### src/rtl/oc_pkg.sv
package oc_pkg;
  typedef enum logic {
    CORE_ADD = 1'b0,
    CORE_SUB = 1'b1
  } core_kind_e;
endpackage

### src/rtl/oc_eac_adder.sv
// Sum of two words with the carry out of the top bit added back in at bit 0.
module oc_eac_adder #(
  parameter int W = 16
) (
  input  logic [W-1:0] x,
  input  logic [W-1:0] y,
  output logic [W-1:0] sum
);
  logic [W:0] first;

  always_comb begin
    first = {1'b0, x} + {1'b0, y};
    // The low part is at most 2^W-2 when a carry exists, so this never carries again.
    sum = first[W-1:0] + {{(W-1){1'b0}}, first[W]};
  end
endmodule

### src/rtl/oc_eab_subtractor.sv
// Difference of two words with the borrow out of the top bit taken off at bit 0.
module oc_eab_subtractor #(
  parameter int W = 16
) (
  input  logic [W-1:0] x,
  input  logic [W-1:0] y,
  output logic [W-1:0] diff
);
  logic [W:0] first;

  always_comb begin
    first = {1'b0, x} - {1'b0, y};
    // The low part is at least 1 when a borrow exists, so this never borrows again.
    diff = first[W-1:0] - {{(W-1){1'b0}}, first[W]};
  end
endmodule

### src/rtl/oc_zero_fold.sv
// Zero detection and optional folding of negative zero into positive zero.
module oc_zero_fold #(
  parameter int W         = 16,
  parameter bit NORM_ZERO = 1'b0
) (
  input  logic [W-1:0] raw,
  output logic [W-1:0] word,
  output logic         is_zero,
  output logic         is_negzero
);
  logic raw_all_ones;
  logic raw_all_zero;

  assign raw_all_ones = &raw;
  assign raw_all_zero = ~|raw;

  generate
    if (NORM_ZERO) begin : g_fold
      assign word       = raw_all_ones ? '0 : raw;
      assign is_negzero = 1'b0;
    end else begin : g_keep
      assign word       = raw;
      assign is_negzero = raw_all_ones;
    end
  endgenerate

  assign is_zero = raw_all_ones | raw_all_zero;
endmodule

### src/rtl/oc_addsub.sv
module oc_addsub #(
  parameter int                 W         = 16,
  parameter oc_pkg::core_kind_e CORE      = oc_pkg::CORE_ADD,
  parameter bit                 NORM_ZERO = 1'b0
) (
  input  logic         clk,
  input  logic         rst,
  input  logic [W-1:0] opnd_a,
  input  logic [W-1:0] opnd_b,
  input  logic         op_sub,
  output logic [W-1:0] sum_q,
  output logic         zero_q,
  output logic         negzero_q,
  output logic         ovf_q
);
  localparam logic [W-1:0] ALL_ONES = {W{1'b1}};
  localparam int           SB       = W - 1;

  logic [W-1:0] b_eff;
  logic [W-1:0] raw;
  logic [W-1:0] word;
  logic         is_zero;
  logic         is_negzero;
  logic         ovf_c;
  logic         primed_q;

  // Subtraction adds the inverted second operand.
  assign b_eff = op_sub ? ~opnd_b : opnd_b;

  generate
    if (CORE == oc_pkg::CORE_ADD) begin : g_add_core
      oc_eac_adder #(.W(W)) u_core (
        .x  (opnd_a),
        .y  (b_eff),
        .sum(raw)
      );
    end else begin : g_sub_core
      logic [W-1:0] b_neg;
      assign b_neg = ~b_eff;
      oc_eab_subtractor #(.W(W)) u_core (
        .x   (opnd_a),
        .y   (b_neg),
        .diff(raw)
      );
    end
  endgenerate

  assign ovf_c = (opnd_a[SB] == b_eff[SB]) && (raw[SB] != opnd_a[SB]);

  oc_zero_fold #(.W(W), .NORM_ZERO(NORM_ZERO)) u_fold (
    .raw       (raw),
    .word      (word),
    .is_zero   (is_zero),
    .is_negzero(is_negzero)
  );

  always_ff @(posedge clk) begin
    if (rst) begin
      sum_q     <= '0;
      zero_q    <= 1'b0;
      negzero_q <= 1'b0;
      ovf_q     <= 1'b0;
      primed_q  <= 1'b0;
    end else begin
      sum_q     <= word;
      zero_q    <= is_zero;
      negzero_q <= is_negzero;
      ovf_q     <= ovf_c;
      primed_q  <= 1'b1;
    end
  end

  assert_negzero_in_zero_R6: assert property (@(posedge clk) disable iff (rst)
    negzero_q |-> zero_q)
    else $error("negative-zero flag without zero flag");

  assert_ovf_sign_R8: assert property (@(posedge clk) disable iff (rst)
    (primed_q && ovf_q) |->
      (($past(opnd_a[SB]) == $past(b_eff[SB])) && (sum_q[SB] != $past(opnd_a[SB]))))
    else $error("overflow flag without sign mismatch");

  generate
    if (NORM_ZERO) begin : g_chk_norm
      assert_no_negzero_R7: assert property (@(posedge clk) disable iff (rst)
        primed_q |-> (!negzero_q && (sum_q != ALL_ONES)))
        else $error("negative zero escaped normalisation");
    end else if (CORE == oc_pkg::CORE_ADD) begin : g_chk_add
      assert_add_poszero_R4: assert property (@(posedge clk) disable iff (rst)
        (primed_q && (sum_q == '0)) |-> (($past(opnd_a) == '0) && ($past(b_eff) == '0)))
        else $error("adding core gave +0 from non-zero addends");
    end else begin : g_chk_sub
      assert_sub_negzero_R5: assert property (@(posedge clk) disable iff (rst)
        (primed_q && (sum_q == ALL_ONES)) |->
          (($past(opnd_a) == ALL_ONES) && ($past(b_eff) == ALL_ONES)))
        else $error("subtracting core gave -0 from other operands");
    end
  endgenerate
endmodule

### config.mk
export PLATFORM = sky130hd
export DESIGN_NAME = oc_addsub
export DESIGN_NICKNAME = d
export VERILOG_FILES = /design/src/rtl/oc_pkg.sv /design/src/rtl/oc_eac_adder.sv /design/src/rtl/oc_eab_subtractor.sv /design/src/rtl/oc_zero_fold.sv /design/src/rtl/oc_addsub.sv
export SDC_FILE = /design/constraint.sdc
export NUM_CORES = 1
export LEC_CHECK = 0
export CAP_MARGIN = 20
export CORE_ASPECT_RATIO = 0.9
export CORE_MARGIN = 2
export CORE_UTILIZATION = 45
export CTS_BUF_LIST = sky130_fd_sc_hd__clkbuf_8
export CTS_CLUSTER_SIZE = 16
export DETAILED_ROUTE_END_ITERATION = 10
export PLACE_DENSITY_LB_ADDON = 0.25
export SLEW_MARGIN = 20
export SYNTH_ARGS = -nofsm -noshare
export SYNTH_HDL_FRONTEND = slang
export SYNTH_HIERARCHICAL = 1
export SYNTH_SLANG_ARGS = --single-unit
### constraint.sdc
create_clock -name clk -period 13.7 [get_ports clk]
set_clock_uncertainty 0.1 [all_clocks]
set_input_delay 2.74 -clock clk [delete_from_list [all_inputs] [get_ports clk]]
set_output_delay 2.74 -clock clk [all_outputs]
set_load 0.05 [all_outputs]
==> results <==
- Detailed placement finished with a half-perimeter wire length of 3376 um.
- Measured against the total synthesized area, the mux share comes to 0.01240.
- The number of nets in the synthesized netlist is 286.
- The xor/xnor share of the synthesized area is 0.1816.
- The routed wire length is 3890 um.
- The data arrival time of the critical path is 7.71 ns.
- The post-synthesis cell type with the largest combined area is dfxtp_1.
- The number of max-slew violations in the final report is 0.
- The die covers 0.005037 sq mm.
- The number of nets in the layout is 321.
- The worst setup path is launched from a primary input.
- IR analysis of the VDD net gives a maximum drop of 42.66 uV.
- The endpoint class of the critical path is a register.
- The count of max-cap constraint violations is 0.
- The layout-stage area growth over the synthesis result is 24.18%.
- The initial antenna violation count is 0.
- The worst-case clock buffer depth is 2.
- The adder-cell share of the synthesized area is 0.1215.
- The clock-pin slew of the registers on the worst-case setup and hold paths is 0.06 ns.
- The final routed wire length divided by cell count is 11.86 um.
- Measured along the y axis, the die boundary spans 67.53 um.
- The largest single stage delay on the critical path is 0.88 ns.
- The synthesized design contains 0 enable-type register cells.
- 54 I/O pins were placed.
- The number of I/O port buffers is 53.
- Once routing completed, OpenROAD measured the worst setup slack at 6.085 ns.
- The post-cts hold buffer count is 0.
- The overall overflow remaining after global route is 0.
- Counting flops and latches in the post-synthesis netlist gives 19.
- The number of global-route vias before repair is 1,574.
- The relative slew slack is 0.3934.
- The number of inserted filler cells in the final layout is 428.
- Of all flip-flops after synthesis, the portion carrying an async set or reset was 0.
- The total buffers and inverters traversed by the critical path is 1.
- The count of instances resized after the clock tree is built is 0.
- Setup repair after global routing left no endpoint under its margin.
- Detailed routing inserted a total of 1,685 vias.
- The cell count of the worst hold path is 3.
- Counting distinct cell types in the post-synthesis netlist gives 52.
- The flow ran to the end, and the final reports show no timing, DRC or antenna violations.
- The count of final setup violators is 0.
- Using the TritonRoute via totals, the vias-per-cell ratio works out to 5.137.
- In the global route stage, overall resource usage came out at 0.1653.
- The final hold violation count is 0.
- The post-route fraction of the period consumed by the critical path is 0.5558.
- For this design, the slowest cell found on the critical path is clkdlybuf4s50_1.
- The global-route wire length before repair is 6644 um.
- The path with the worst hold slack has its endpoint at ovf_q.
- Static timing analysis puts the maximum clock frequency at 131.3 MHz.
- The detailed router finished its first iteration with 41 violations.
- Grouping stages by cell kind, the critical path spends the most delay in simple AND/OR/NAND/NOR gates.
- Of the total synthesized cell area, the portion taken by AND, OR, NAND and NOR gates is 0.2424.
- The iteration count of the initial detailed-routing pass is 5.
- The CTS root buffer is clkbuf_8.
- The number of placement rows is 23.
- The number of buffers added for setup after CTS is 0.
- Each instance of the synthesized netlist takes up on average 8.699 sq um.
- The largest net degree at the start of global routing is 21.
- The compound-gate portion of the synthesized area was 0.1717.
- The clock net sink count is 19.
- The min-delay analysis places its worst path in the category in -> reg.
- The launch instance of the worst min-delay path is opnd_b[15].
- The most common cell in the netlist is xor2_1.
- In the synthesized netlist, the number of instances is 232.
- The power density of the placed cells is 112.8 mW/mm^2.
- Sorting the synthesized cells by how often they occur yields 25 x xor2_1, 19 x dfxtp_1, 18 x ha_1, 17 x nand2_1, 16 x buf_4.
- The critical path data required time is 13.79 ns.
- Summed over all cells, the static leakage comes to 0.9964 nW.
- Of the post-synthesis cell area, the dominant cell type holds 0.1885.
- CTS built an H-tree with a depth of 1.
- The number of CTS-inserted buffers is 3.
- Before CTS, the worst setup slack after placement is 5.754 ns.
- The critical path goes through clkdlybuf4s50_1 > xor2_1 > ha_1 > fa_1 > a211oi_2 > o211a_1 > nor2_1 > a211o_1 > a21oi_1 > nor2b_1 > o21ai_0 > nand2b_1 > ha_1 > nand3_1 > or2_2 > nor2_1 > nor4b_2 > xor2_1 > nand4_2 > nor4_2 > a41o_1 > and2b_1.
- At the end of routability-driven placement, the weighted congestion stood at 0.8381.
- The CTS tree is yes.
- The commonest register cell after synthesis is dfxtp_1.
- After routing, the total negative slack on setup checks comes to 0 ns.
- The count of antenna diodes in the layout is 0.
- The maximum fanout count along the critical path is 16.
- In the routed design, unresolved DRC markers number 0.
- The final critical path time including I/O delays and setup is 7.615 ns.
- By area, the combinational part of the netlist is dominated by simple AND/OR/NAND/NOR gates.
- The layout cell share with drive strength beyond 1 is 0.06015.
- The sequential element share of the synthesized area is 0.1885.
- The die outline width is 74.59 um.
- By area the synthesized netlist is led by dfxtp_1 19%, ha_1 11%, xor2_1 11%, xnor2_1 6.5%, buf_4 6.0%.
- The classification of the worst setup path is in -> reg.
- The number of nets still failing antenna checks after routing is 0.
- The total area inside the core boundary comes to 0.004374 sq mm.
- For the pin with the worst max-slew slack, the measured transition is 0.9070 ns.
- The initial utilization of the core area, before any placement, comes to 0.4614.
- The synthesis warning total is 6.
- The cell area that synthesis handed to floorplanning was 0.002018 sq mm.
sequential cells by signal, indices dropped and copies added (netlist names):
signal / flops
sum_q: 16
ovf_q: 1
zero_q: 1
negzero_q: 1
cells in the final DEF (no fill, tap or decap), types with 2 or more instances in the layout:
cell / n
clkdlybuf4s50_1: 53
xor2_1: 25
dfxtp_1: 19
ha_1: 18
nand2_1: 17
xnor2_1: 15
nor2b_1: 14
nor2_1: 11
a21oi_1: 10
and2b_1: 7
a21o_1: 5
nor4_1: 5
nand3_1: 5
o21ai_0: 4
nor3_1: 4
nand4_1: 4
nor3b_1: 3
clkbuf_8: 3
o21a_1: 3
o21bai_1: 3
o211ai_1: 2
a211oi_2: 2
a211o_1: 2
nand2b_1: 2
o21ai_1: 2
o31a_1: 2
and2_1: 2
nor4b_2: 2
cells by family (layout without fill, tap and decap cells):
family / after synthesis / in the layout
AOI/OAI and AO/OA: 45 / 45
xor gates and xnor gates: 41 / 41
adders and majority gates: 19 / 19
buffers and inverters: 23 / 57
DFF: 19 / 19
muxes: 2 / 2
and+or+nand+nor: 83 / 83
power by group:
group	leakage (nW)	internal [mW]	switching, mW
clock	0.0269	0.0198	0.0153
sequential	0.158	0.0652	0.00201
combinational	0.812	0.0727	0.108
routing by layer:
layer	global-route usage	share of wire
met1	0.2176	0.47
met2	0.2887	0.49
met3	0.01642	0.035
met4	0.04241	0.0064
met5	0	0
stage by stage:
stage | utilization | area (sq um) | hold WS, ns | power, mW | instances
2_1_floorplan | - | 2018 | 2.914 | 0.2218 | 232
3_5_place_dp | 0.5626 | 2461 | 3.461 | 0.2486 | 324
5_1_grt | 0.5729 | 2506 | 3.208 | 0.3031 | 328
4_1_cts | 0.5729 | 2506 | 3.206 | 0.2839 | 328
6_report | 0.5729 | 2506 | 3.206 | 0.2826 | 328
3_3_place_gp | 0.5626 | 2461 | 3.461 | 0.2467 | 324
final cells by class:
type                       count  area (sq um)  area share
multi-input combinational    190          1473      0.5876
timing repair buffer          53         530.5      0.2117
sequential                    19         380.4      0.1518
tap                           62         77.57     0.03095
clock buffer                   3         41.29     0.01648
clock inverter                 1         3.754    0.001498
worst max path at each step:
| stage | from | to | cells after the start |
|---|---|---|---|
| after floorplan | op_sub | zero_q | 22 |
| after global placement | op_sub | zero_q | 22 |
| after detailed placement | op_sub | zero_q | 22 |
| after CTS | op_sub | zero_q | 22 |
| after global routing | op_sub | zero_q | 22 |
| final | op_sub | zero_q | 22 |
worst min-delay path, delay by kind of cell:
family    cells  cell delay (ns)
xor+xnor      1             0.10
buf+inv       1             0.50
mux           1             0.18
No activity file was read; power rests on OpenSTA's default activity.
